==> src/rtl/qpos_pkg.sv <==
package qpos_pkg;

  typedef enum logic [1:0] {
    MODE_UPDOWN = 2'b00,
    MODE_PHASE  = 2'b01,
    MODE_DIRIN  = 2'b10,
    MODE_OFF    = 2'b11
  } mode_e;

  typedef enum logic [1:0] {
    EDG_NONE = 2'b00,
    EDG_RISE = 2'b01,
    EDG_FALL = 2'b10,
    EDG_BOTH = 2'b11
  } edge_sel_e;

  // Packed MSB first: bit 9 .. bit 0
  typedef struct packed {
    logic      cmp1_rev;
    logic      cmp0_rev;
    edge_sel_e z_sel;
    edge_sel_e b_sel;
    edge_sel_e a_sel;
    mode_e     mode;
  } ctrl_t;

  localparam int CTRL_W   = $bits(ctrl_t);
  localparam int REG_CTRL = 0;
  localparam int REG_CMP0 = 1;
  localparam int REG_CMP1 = 2;
  localparam int REG_POS  = 3;
  localparam int REG_REV  = 4;

  function automatic logic edge_hit(edge_sel_e sel, logic prev, logic cur);
    logic rise;
    logic fall;
    rise = ~prev & cur;
    fall = prev & ~cur;
    case (sel)
      EDG_RISE: edge_hit = rise;
      EDG_FALL: edge_hit = fall;
      EDG_BOTH: edge_hit = rise | fall;
      default:  edge_hit = 1'b0;
    endcase
  endfunction

endpackage

==> src/rtl/qpos_sync_edge.sv <==
module qpos_sync_edge #(
  parameter int W      = 3,
  parameter int STAGES = 2
) (
  input  logic         clk,
  input  logic         rst_n,
  input  logic [W-1:0] din,
  output logic [W-1:0] lvl,
  output logic [W-1:0] prv
);

  localparam int LAST = STAGES;

  for (genvar i = 0; i < W; i++) begin : g_bit
    logic [LAST:0] sh;
    always_ff @(posedge clk) begin
      if (!rst_n) sh <= '0;
      else        sh <= {sh[LAST-1:0], din[i]};
    end
    assign lvl[i] = sh[LAST-1];
    assign prv[i] = sh[LAST];
  end

endmodule

==> src/rtl/qpos_step_decode.sv <==
module qpos_step_decode
  import qpos_pkg::*;
(
  input  ctrl_t      ctrl,
  input  logic [2:0] lvl,
  input  logic [2:0] prv,
  output logic       inc,
  output logic       dec,
  output logic       zhit
);

  logic a_ev, b_ev, a_ch, b_ch, lead_up;

  always_comb begin
    a_ev    = edge_hit(ctrl.a_sel, prv[0], lvl[0]);
    b_ev    = edge_hit(ctrl.b_sel, prv[1], lvl[1]);
    zhit    = edge_hit(ctrl.z_sel, prv[2], lvl[2]);
    a_ch    = lvl[0] ^ prv[0];
    b_ch    = lvl[1] ^ prv[1];
    lead_up = lvl[0] ^ prv[1];
    inc     = 1'b0;
    dec     = 1'b0;
    case (ctrl.mode)
      MODE_UPDOWN: begin
        inc = a_ev & ~b_ev;
        dec = b_ev & ~a_ev;
      end
      MODE_PHASE: begin
        if (a_ch ^ b_ch) begin
          inc = lead_up;
          dec = ~lead_up;
        end
      end
      MODE_DIRIN: begin
        inc = a_ev & ~lvl[1];
        dec = a_ev & lvl[1];
      end
      default: begin
        inc = 1'b0;
        dec = 1'b0;
      end
    endcase
  end

endmodule

==> src/rtl/qpos_counter_core.sv <==
module qpos_counter_core #(
  parameter int W = 16
) (
  input  logic         clk,
  input  logic         rst_n,
  input  logic         inc,
  input  logic         dec,
  input  logic         zhit,
  input  logic         ld_pos,
  input  logic         ld_rev,
  input  logic [W-1:0] ld_val,
  output logic [W-1:0] pos_q,
  output logic [W-1:0] rev_q,
  output logic         dir_q,
  output logic [W-1:0] pos_nxt,
  output logic [W-1:0] rev_nxt,
  output logic         upd
);

  localparam logic [W-1:0] ONE = W'(1);
  logic dir_eff;

  always_comb begin
    dir_eff = inc ? 1'b1 : (dec ? 1'b0 : dir_q);
    pos_nxt = pos_q;
    if (inc)      pos_nxt = pos_q + ONE;
    else if (dec) pos_nxt = pos_q - ONE;
    if (zhit)     pos_nxt = '0;
    rev_nxt = rev_q;
    if (zhit)     rev_nxt = dir_eff ? rev_q + ONE : rev_q - ONE;
    upd = inc | dec | zhit;
  end

  always_ff @(posedge clk) begin
    if (!rst_n) begin
      pos_q <= '0;
      rev_q <= '0;
      dir_q <= 1'b1;
    end else begin
      pos_q <= ld_pos ? ld_val : pos_nxt;
      rev_q <= ld_rev ? ld_val : rev_nxt;
      dir_q <= dir_eff;
    end
  end

endmodule

==> src/rtl/qpos_compare.sv <==
module qpos_compare #(
  parameter int W = 16,
  parameter int N = 2
) (
  input  logic                clk,
  input  logic                rst_n,
  input  logic                upd,
  input  logic [W-1:0]        pos_nxt,
  input  logic [W-1:0]        rev_nxt,
  input  logic [N-1:0][W-1:0] cmp_val,
  input  logic [N-1:0]        sel_rev,
  output logic [N-1:0]        irq
);

  for (genvar k = 0; k < N; k++) begin : g_cmp
    logic [W-1:0] tgt;
    assign tgt = sel_rev[k] ? rev_nxt : pos_nxt;
    always_ff @(posedge clk) begin
      if (!rst_n) irq[k] <= 1'b0;
      else        irq[k] <= upd && (tgt == cmp_val[k]);
    end
  end

endmodule

==> src/rtl/qpos_counter.sv <==
module qpos_counter
  import qpos_pkg::*;
#(
  parameter int CNT_W       = 16,
  parameter int SYNC_STAGES = 2,
  parameter int ADDR_W      = 3
) (
  input  logic              clk,
  input  logic              rst_n,
  input  logic              enc_a,
  input  logic              enc_b,
  input  logic              enc_z,
  input  logic              wr_en,
  input  logic [ADDR_W-1:0] wr_addr,
  input  logic [CNT_W-1:0]  wr_data,
  output logic [CNT_W-1:0]  pos_cnt,
  output logic [CNT_W-1:0]  rev_cnt,
  output logic              cnt_dir,
  output logic              cmp0_irq,
  output logic              cmp1_irq
);

  localparam int NCMP = 2;

  ctrl_t                      ctrl_q;
  logic [NCMP-1:0][CNT_W-1:0] cmp_q;
  logic [2:0]                 lvl, prv;
  logic                       inc, dec, zhit;
  logic                       ld_pos, ld_rev, upd, upd_irq;
  logic [CNT_W-1:0]           pos_nxt, rev_nxt;
  logic [NCMP-1:0]            irq;

  assign ld_pos = wr_en && (wr_addr == ADDR_W'(REG_POS));
  assign ld_rev = wr_en && (wr_addr == ADDR_W'(REG_REV));

  always_ff @(posedge clk) begin
    if (!rst_n) begin
      ctrl_q <= '0;
      cmp_q  <= '0;
    end else if (wr_en) begin
      if (wr_addr == ADDR_W'(REG_CTRL)) ctrl_q   <= ctrl_t'(wr_data[CTRL_W-1:0]);
      if (wr_addr == ADDR_W'(REG_CMP0)) cmp_q[0] <= wr_data;
      if (wr_addr == ADDR_W'(REG_CMP1)) cmp_q[1] <= wr_data;
    end
  end

  qpos_sync_edge #(.W(3), .STAGES(SYNC_STAGES)) u_sync (
    .clk (clk),
    .rst_n (rst_n),
    .din ({enc_z, enc_b, enc_a}),
    .lvl (lvl),
    .prv (prv)
  );

  qpos_step_decode u_dec (
    .ctrl (ctrl_q),
    .lvl (lvl),
    .prv (prv),
    .inc (inc),
    .dec (dec),
    .zhit (zhit)
  );

  qpos_counter_core #(.W(CNT_W)) u_core (
    .clk (clk),
    .rst_n (rst_n),
    .inc (inc),
    .dec (dec),
    .zhit (zhit),
    .ld_pos (ld_pos),
    .ld_rev (ld_rev),
    .ld_val (wr_data),
    .pos_q (pos_cnt),
    .rev_q (rev_cnt),
    .dir_q (cnt_dir),
    .pos_nxt (pos_nxt),
    .rev_nxt (rev_nxt),
    .upd (upd)
  );

  assign upd_irq = upd & ~ld_pos & ~ld_rev;

  qpos_compare #(.W(CNT_W), .N(NCMP)) u_cmp (
    .clk (clk),
    .rst_n (rst_n),
    .upd (upd_irq),
    .pos_nxt (pos_nxt),
    .rev_nxt (rev_nxt),
    .cmp_val (cmp_q),
    .sel_rev ({ctrl_q.cmp1_rev, ctrl_q.cmp0_rev}),
    .irq (irq)
  );

  assign cmp0_irq = irq[0];
  assign cmp1_irq = irq[1];

endmodule

==> config.mk <==
export PLATFORM = sky130hd
export DESIGN_NAME = qpos_counter
export DESIGN_NICKNAME = d
export VERILOG_FILES = /design/src/rtl/qpos_pkg.sv /design/src/rtl/qpos_sync_edge.sv /design/src/rtl/qpos_step_decode.sv /design/src/rtl/qpos_counter_core.sv /design/src/rtl/qpos_compare.sv /design/src/rtl/qpos_counter.sv
export SDC_FILE = /design/constraint.sdc
export NUM_CORES = 1
export LEC_CHECK = 0
export BUFFER_PORTS_ARGS = -buffer_cell sky130_fd_sc_hd__buf_2
export CAP_MARGIN = 20
export CORE_ASPECT_RATIO = 0.7
export CORE_MARGIN = 3
export CORE_UTILIZATION = 55
export DETAILED_ROUTE_END_ITERATION = 10
export GPL_TIMING_DRIVEN = 0
export PLACE_DENSITY = 0.85
export SLEW_MARGIN = 5
export SYNTH_ARGS = -nofsm -noshare
export SYNTH_HDL_FRONTEND = slang
export SYNTH_SLANG_ARGS = --single-unit
==> constraint.sdc <==
create_clock -name clk -period 4.85 [get_ports clk]
set_clock_uncertainty 0.15 [all_clocks]
set_input_delay 0.485 -clock clk [delete_from_list [all_inputs] [get_ports clk]]
set_output_delay 0.485 -clock clk [all_outputs]
set_load 0.01 [all_outputs]
Yosys cells after proc, flatten, opt, wreduce, memory -nomap -nowiden
Cells that the tools add are included.
Storage, ports and cells
  register bits: 86
  bits in latches: 0
  RAM bits: 0
  memory bits (read-only): 0
  input bits: 25
  output and inout port bits: 35
  logic and storage cells: 96
  memories: 0
Operators by class
  $add $sub $neg: 4
  $mul: 0
  divide/modulo/power cells: 0
  $lt $le $gt $ge: 0
  equal/unequal tests: 17
  shifts and indexed selects: 0
  mux-type cells: 18
  bitwise logic cells: 32
  reductions and logical operators: 9
Operators by type and width (number)
  $mux W16: 9
  $add A16 B1 Y16 const B: 2
  $eq A16 B16 Y1: 2
  $sub A16 B1 Y16 const B: 2
  $pmux W1 S3: 5
  $eq A2 B2 Y1 const B: 7
  $and A1 B1 Y1: 12
  $not A1 Y1: 11
  $eq A2 B1 Y1 const B: 4
  $eq A3 B2 Y1 const B: 2
  $reduce_and A2 Y1: 3
  $or A1 B1 Y1: 5
  $logic_and A1 B1 Y1: 4
  $mux W1: 4
  $xor A1 B1 Y1: 4
  $eq A3 B1 Y1 const B: 1
  $eq A3 B3 Y1 const B: 1
  $logic_not A3 Y1: 1
  $logic_not A2 Y1: 1

Longest topological paths before layout
Gate-level depths: netlist of the first run.
  depth in word-level cells: 14
  depth in mapped cells: 21

Hierarchy
Synthesis of the first run repeated with hierarchy kept, for this count alone.
Second synthesis, totals
  cell total of the unflattened synthesis: 654
  area total of the unflattened synthesis: 5627.9 um^2
Modules (own cells, without submodules)
  qpos_counter_core: instances 1, cells each 353, area an instance 2710.1 um^2, sequential area each 660.6 um^2
  qpos_counter: instances 1, cells each 161, area an instance 1611.5 um^2, sequential area each 840.8 um^2
  qpos_compare: instances 1, cells each 82, area an instance 758.2 um^2, sequential area each 40.0 um^2
  qpos_sync_edge: instances 1, cells each 24, area an instance 281.5 um^2, sequential area each 180.2 um^2
  qpos_step_decode: instances 1, cells each 34, area an instance 266.5 um^2, sequential area each 0.0 um^2

Least setup slack after synthesis of the first run
OpenSTA, ideal clock, no wires.
  path type: register -> register
  start point: register u_sync.g_bit[1].sh[1]
  end point: register u_cmp.irq[1]
  setup time: 0.073 ns
  arrival time: 4.838 ns
  data required time: 4.627 ns
  slack: -0.211 ns
  cell stages (with the launch flop): 20
  path buffers: 0
  period minus slack after synthesis: 5.061 ns
  cells stage by stage: dfxtp_1 > inv_1 > ha_1 > nand2b_1 > a311oi_4 > a2111o_1 > nand2_2 > a21oi_2 > ha_1 > a211oi_1 > o21ai_0 > o21ai_0 > xor2_1 > nor4_1 > a31oi_1 > nand4_1 > a2111oi_0 > o2111ai_1 > or4_1 > nor3_2
Between the ends
  word-level cells in the longest chain between the ends: 13
  elaborated cells on any way between the ends: 30
  those cells by class: 1 x eq/ne; 13 x mux; 15 x bitwise; 1 x reduce/logical
Ends and longest elaborated chain
  from (decl): line qpos_sync_edge.sv:15  | logic [LAST:0] sh;
  from (signal assigned): line qpos_sync_edge.sv:18  | else sh <= {sh[LAST-1:0], din[i]};
  $not A1 Y1: line qpos_pkg.sv:38, qpos_step_decode.sv:35
  $and A1 B1 Y1: line qpos_pkg.sv:38  | fall = prev & ~cur;
  $or A1 B1 Y1: line qpos_pkg.sv:42  | EDG_BOTH: edge_hit = rise | fall;
  $pmux W1 S3: line qpos_pkg.sv:39  | case (sel)
  $and A1 B1 Y1 / $not A1 Y1 (equally long branches): line qpos_step_decode.sv:26, qpos_step_decode.sv:25
  $pmux W1 S3 / $and A1 B1 Y1 (equally long branches): line qpos_step_decode.sv:23, qpos_step_decode.sv:25
  $mux W1 / $pmux W1 S3 (equally long branches): line qpos_counter_core.sv:24, qpos_step_decode.sv:23
  $mux W1: line qpos_counter_core.sv:24  | dir_eff = inc ? 1'b1 : (dec ? 1'b0 : dir_q);
  $mux W16 (2 in series): line qpos_counter_core.sv:30  | if (zhit) rev_nxt = dir_eff ? rev_q + ONE : rev_q - ONE;
  $mux W16: line qpos_compare.sv:17  | assign tgt = sel_rev[k] ? rev_nxt : pos_nxt;
  $eq A16 B16 Y1: line qpos_compare.sv:20  | else irq[k] <= upd && (tgt == cmp_val[k]);
  $logic_and A1 B1 Y1 (*): line qpos_compare.sv:20
  to (signal, indexed assignment): line qpos_compare.sv:20
  to (decl): line qpos_compare.sv:12  | output logic [N-1:0] irq
Mark *: on every way between the ends. The rest lies on a longest branch, timed or not.
A chain may end at the register's enable or synchronous reset.

Worst setup path after layout of the first run
  start point: register u_sync.g_bit[0].sh[1]
  end point: register u_cmp.irq[1]
Between the ends
  word-level cells in the longest chain between the ends: 14
  elaborated cells on any way between the ends: 32
  those cells by class: 1 x eq/ne; 13 x mux; 17 x bitwise; 1 x reduce/logical
Ends and longest elaborated chain
  from (decl): line qpos_sync_edge.sv:15
  from (signal assigned): line qpos_sync_edge.sv:18
  $not A1 Y1: line qpos_pkg.sv:38
  $and A1 B1 Y1: line qpos_pkg.sv:38
  $or A1 B1 Y1: line qpos_pkg.sv:42
  $pmux W1 S3: line qpos_pkg.sv:39
  $not A1 Y1: line qpos_step_decode.sv:26  | dec = b_ev & ~a_ev;
  $and A1 B1 Y1: line qpos_step_decode.sv:26
  $pmux W1 S3: line qpos_step_decode.sv:23  | case (ctrl.mode)
  $mux W1 (2 in series): line qpos_counter_core.sv:24
  $mux W16 (2 in series): line qpos_counter_core.sv:30
  $mux W16: line qpos_compare.sv:17
  $eq A16 B16 Y1: line qpos_compare.sv:20
  $logic_and A1 B1 Y1 (*): line qpos_compare.sv:20
Marks and branches as above.

==> results of run 1 <==
kinds of logic after synthesis:
logic type | synth area share [%]
xor+xnor | 9.42
simple gates | 27.6
flops | 27.7
compound gates | 24.8
buf+inv | 3.77
fa+ha+maj | 4.75
mux | 1.95
what timing repair did:
item	CTS	global route
pin swaps	21	23
hold buffers	0	0
buffers inserted	21	7
cloned	1	0
endpoints found under the hold margin	0	0
resized for setup	50	19
endpoints found under the setup margin	10	2
stage by stage:
| stage | setup TNS [ps] | worst slack, ps | hold slack [ps] |
|---|---|---|---|
| detailed placement | -4830 | -1300 | 272 |
| floorplan | 0 | 8.17 | 262 |
| global route | -236 | -123 | 218 |
| CTS | -13.9 | -13.9 | 197 |
| global placement | -4180 | -1270 | 263 |
| finish | -12.7 | -12.7 | 196 |
Yosys cell counts, types with 5 or more instances:
cell / number
a21boi_0: 53
a21oi_1: 28
a22oi_1: 11
a31oi_1: 10
a32oi_1: 5
and2_1: 18
and3_1: 14
clkbuf_1: 41
dfxtp_1: 86
ha_1: 22
inv_1: 15
mux2i_1: 11
nand2_1: 159
nand2b_1: 5
nand3_1: 15
nand4_1: 15
nor2_1: 57
nor2b_1: 11
nor3_1: 13
nor3b_1: 8
nor4_1: 8
o211a_1: 11
o211ai_1: 9
o21ai_0: 32
o31ai_1: 5
xnor2_1: 29
xor2_1: 36
where the power goes:
group          leakage [nW]  internal, mW  switching (mW)
combinational          2.15         0.140           0.224
clock                 0.154         0.408           0.324
sequential            0.700         0.728          0.0334
cell type report:
cell class                      instances  area (um2)  area share, %
Buffer                                 45         171           2.29
Clock buffer                            9         225           3.00
Clock inverter                          7        80.1           1.07
Inverter                               16        60.1          0.801
Multi-Input combinational cell        666        4520           60.2
Sequential cell                        86        1730           23.0
Tap cell                              148         185           2.47
Timing Repair Buffer                   87         531           7.08
registers in the layout, indices dropped and copies added (netlist names):
register	cells
u_cmp.irq	2
u_core.pos_q	16
u_core.rev_q	16
u_core.dir_q	1
cmp_q	32
ctrl_q	10
u_sync.g_bit.sh	9
path summary, 6_finish.rpt:
kind                                                       start                                to  cells after the start
worst max-delay path            u_sync.g_bit[0].sh[1]$_SDFF_PN0_           u_cmp.irq[1]$_SDFF_PN0_                     21
worst min-delay path                                       enc_b  u_sync.g_bit[1].sh[0]$_SDFF_PN0_                      2
worst max register to register  u_sync.g_bit[0].sh[1]$_SDFF_PN0_           u_cmp.irq[1]$_SDFF_PN0_                     21
worst min register to register  u_sync.g_bit[0].sh[0]$_SDFF_PN0_  u_sync.g_bit[0].sh[1]$_SDFF_PN0_                      1
layer usage:
| layer | track usage, % | share of wire (%) |
|---|---|---|
| met3 | 14.3 | 17 |
| met5 | 5.95 | 0.42 |
| met1 | 51.2 | 40 |
| met2 | 51.4 | 39 |
| met4 | 11.9 | 3.3 |
==> flow_summary.toml, run 1 <==
[status]
outcome = "complete, but fails checks"
violations = "negative setup slack"

[global_route]
grt_pass1_wl_um = 35100
gr-total-overflow = 0
grt_max_degree = 17
grt_usage_pct = 36.8
grt_antenna_before_repair = 0
grt_pass1_vias = 6168

[layout]
fin_util_pct = 70.3
drive_gt1_share_pct = 18.3
finalNetCount = 959
mostFrequentLayoutCells = "159 x nand2_1, 83 x dfxtp_1, 60 x buf_2"
finalInstanceArea_mm2 = 0.00750
fin_cells = 1064
syn_to_final_growth_pct = 20.7
antenna_cells = 0
fillers = 862
final_common_cell = "nand2_1"

[worst_setup_path]
worstSetupEndpointType = "register"
path_class = "reg -> reg"
critical-path-top-delay-family = "compound AO/OA/AOI/OAI gates"
worstSetupStartpointType = "register"
crit_fanout = 7
cp.required_ps = 4970
path_buf_inv = 4
slowest_delay_ps = 610
arrival_ps = 4980
worstPathCellList = "inv_1, ha_4, nand3b_1, a2111o_1, nand2_8, a21oi_4, buf_12, buf_4, fa_2, a211oi_4, o211ai_1, nand4_1, and2_4, and3b_1, o211ai_1, buf_4, xor2_2, o22ai_2, o2111ai_1, or4_1, nor3_2"
r2r_slack_ps = -10
cpMaxStageDelayCell = "a2111o_1"

[cts]
cts_inserted_buffers = 9
clk_latency_ps = 340
cts_tree = "done"
cts_root_buffer = "clkbuf_16"
cts_num_sinks = 86
path_clk_slew_ps = 70
clockBufferDepth = 2
htree_levels = 3

[yosys]
yosys-top-cells-area = "dfxtp_1 28%, nand2_1 9.6%, a21boi_0 6.4%"
synth_seq_cells = 86
synth_area_per_cell_um2 = 7.64
yosysSeqAreaShare_pct = 27.7
synthArstFlopShare_pct = 0
synth_nets = 861
synth.distinct_cells = 76
syn_inst = 813
synth_top_cell_by_area = "dfxtp_1"
netlist.area_leader.share_pct = 27.7
yosysWarnings = 0
synth_edf_count = 0
syn-cell-area_mm2 = 0.00621
synth_ff_type = "dfxtp_1"

[sta]
hold_violations = 0
fin_crit_sh_pct = 100
max_slew.worst_pin.slew_ps = 1030
min_period_ps = 4860
max_freq_mhz = 206
setup_ws_ps = -12.7
slew_headroom_pct = 30.2
setup_viol = 1
grt_setup_unrepaired = "yes"
drv_slew = 0

[detailed_routing]
drt-initial-drc-count = 1106
num_vias = 6957
wl_per_cell_um = 22.3
drt_wl_total_um = 23700
drc = 0
ant_nets = 0
via_per_inst = 6.54
dr.pass1.iters = 7

[die]
die_h_um = 94.9
die_area_mm2 = 0.0126
core_mm2 = 0.0107
io_pins = 60
start_util_pct = 58.3
fp-row-count = 31
die_x_um = 133

[power]
vdd_drop_max_mv = 0.225
powerDensity_mw_per_mm2 = 248
p_total_mw = 1.86
leakage_nw = 3.00

[place]
place_inst = 1021
dp_hpwl_um = 17200
io_buffers = 59
placed_area_mm2 = 0.00671
gp_congestion = 1.06

[hold_path]
worst_hold_path_type = "in -> reg"

[run]
drv_cap = 0
Power figures use the tool's default switching activity.
==> run 2: changes to the inputs <==
--- a/config.mk
+++ b/config.mk
@@ -9,10 +9,10 @@
 export CAP_MARGIN = 20
 export CORE_ASPECT_RATIO = 0.7
 export CORE_MARGIN = 3
-export CORE_UTILIZATION = 55
+export CORE_UTILIZATION = 57
 export DETAILED_ROUTE_END_ITERATION = 10
 export GPL_TIMING_DRIVEN = 0
-export PLACE_DENSITY = 0.85
+export PLACE_DENSITY = 0.84
 export SLEW_MARGIN = 5
 export SYNTH_ARGS = -nofsm -noshare
 export SYNTH_HDL_FRONTEND = slang
==> constraint.sdc (replaced) <==
create_clock -name clk -period 4.6 [get_ports clk]
set_clock_uncertainty 0.15 [all_clocks]
set_input_delay 0.46 -clock clk [delete_from_list [all_inputs] [get_ports clk]]
set_output_delay 0.46 -clock clk [all_outputs]
set_load 0.01 [all_outputs]
==> flow_summary.toml, run 2 (synthesis results as in run 1) <==
[status]
outcome = "complete, but fails checks"
violations = "negative setup slack"

[detailed_routing]
via_per_inst = 6.58
ant_nets = 0
drt-initial-drc-count = 989
num_vias = 6920
drt_wl_total_um = 22700
wl_per_cell_um = 21.6
drc = 0
dr.pass1.iters = 6

[die]
fp-row-count = 31
start_util_pct = 59.3
die_x_um = 131
io_pins = 60
die_area_mm2 = 0.0122
die_h_um = 93.4
core_mm2 = 0.0105

[global_route]
grt_pass1_wl_um = 34700
grt_usage_pct = 37.2
grt_max_degree = 17
grt_antenna_before_repair = 0
grt_pass1_vias = 6243
gr-total-overflow = 0

[worst_setup_path]
path_buf_inv = 3
cp.required_ps = 4690
worstSetupStartpointType = "register"
slowest_delay_ps = 350
critical-path-top-delay-family = "compound AO/OA/AOI/OAI gates"
cpMaxStageDelayCell = "dfxtp_2"
worstSetupEndpointType = "register"
arrival_ps = 4860
path_class = "reg -> reg"
worstPathCellList = "inv_2, ha_4, and2b_1, o21ai_4, a211o_1, and3_4, a21oi_4, buf_12, ha_4, a211oi_4, buf_4, nor2_1, xor2_1, mux2i_2, xnor2_1, o21ai_1, nand3_1, nor4_2, nand4_1, a211o_1, a2111oi_4"
crit_fanout = 7

[sta]
setup_viol = 2
drv_slew = 0
max_freq_mhz = 210
max_slew.worst_pin.slew_ps = 1110
grt_setup_unrepaired = "yes"
fin_crit_sh_pct = 104
setup_ws_ps = -170
slew_headroom_pct = 24.9
min_period_ps = 4770
hold_violations = 0
tns_ps = -321

[power]
intPower_mw = 1.46
p_sw_mw = 0.606
switching_share_pct = 29.3
combPwrFrac_pct = 18.9
powerDensity_mw_per_mm2 = 270
pwr-share-clk_pct = 42.5
leakage_nw = 3.05
seq_power_share_pct = 38.6
vdd_drop_max_mv = 0.200

[layout]
syn_to_final_growth_pct = 23.4
regMostFlops = "cmp_q"
finalNetCount = 963
top_regs = "cmp_q (32), u_core.pos_q (16), u_core.rev_q (16)"
finalInstanceArea_mm2 = 0.00766
drive_gt1_share_pct = 19.7
fillers = 818
largest_reg_flops = 32
fin_cells = 1052
mostFrequentLayoutCells = "159 x nand2_1, 82 x dfxtp_1, 60 x buf_2"
fin_util_pct = 73.2
final_common_cell = "nand2_1"
antenna_cells = 0

[place]
gp_congestion = 1.06
placed_area_mm2 = 0.00677
dp_hpwl_um = 16200
io_buffers = 59
place_inst = 1005

[cts]
htree_levels = 3
cts_inserted_buffers = 9
clk_latency_ps = 350
path_clk_slew_ps = 70
clockBufferDepth = 2
cts_tree = "done"
cts_num_sinks = 86
cts_root_buffer = "clkbuf_16"

[hold_path]
worst_hold_path_type = "in -> reg"

[run]
drv_cap = 0
-- run 2: changes by cell type in the layout (fill, tap and decap cells not counted), sizes merged --
cell	before	now
buf	92	97
bufinv	1	3
clkinv	4	2
clkbuf	49	48
-- run 2: final timing paths --
check	from	slack [ps]	end	depth (start not counted)
setup / recovery	u_sync.g_bit[0].sh[1]$_SDFF_PN0_	-170	u_cmp.irq[0]$_SDFF_PN0_	21
hold / removal	enc_z	160	u_sync.g_bit[2].sh[0]$_SDFF_PN0_	2
setup reg to reg	u_sync.g_bit[0].sh[1]$_SDFF_PN0_	-170	u_cmp.irq[0]$_SDFF_PN0_	21
hold reg to reg	u_sync.g_bit[2].sh[0]$_SDFF_PN0_	290	u_sync.g_bit[2].sh[1]$_SDFF_PN0_	1
-- run 2: final cells by class --
class                      count  area (um2)  share of cell area (%)
timing repair buffer          92         572                    7.46
sequential                    86        1730                    22.5
tap                          132         165                    2.15
clock inverter                 7         128                    1.67
clock buffer                   9         225                    2.94
buffer                        44         170                    2.22
inverter                      16        60.1                   0.784
multi-input combinational    666        4620                    60.3
-- run 2: power by group through the flow --
stage,logic (mW),clock network [mW],registers [mW]
6_report,0.391,0.879,0.799
5_1_grt,0.418,0.907,0.801
4_1_cts,0.359,0.871,0.797
3_5_place_dp,0.330,0,0.813
3_3_place_gp,0.326,0,0.812
2_1_floorplan,0.221,0,0.811
-- run 2: repair_timing --
item / in CTS / in global routing
endpoints found under the setup margin: 9 / 5
gates resized for setup: 42 / 25
cloned: 1 / 0
setup buffers: 26 / 7
pin swaps: 36 / 20
hold buffers: 0 / 0
-- run 2: metrics by stage --
step | worst slack [ps] | hold slack, ps | power [mW]
after floorplan | -64.3 | 262 | 1.03
after global placement | -1200 | 264 | 1.14
after detailed placement | -1230 | 276 | 1.14
after CTS | -247 | 165 | 2.03
after global routing | -330 | 164 | 2.13
final | -170 | 161 | 2.07
-- run 2: routing by layer --
metal / wire, um / global-route usage (%) / vias up
met2: 9250 / 53.8 / 514
met4: 727 / 10.6 / 0
met3: 3240 / 12.1 / 70
met5: 0 / 0 / -
met1: 9460 / 52.9 / 3238
li1: - / - / 3098
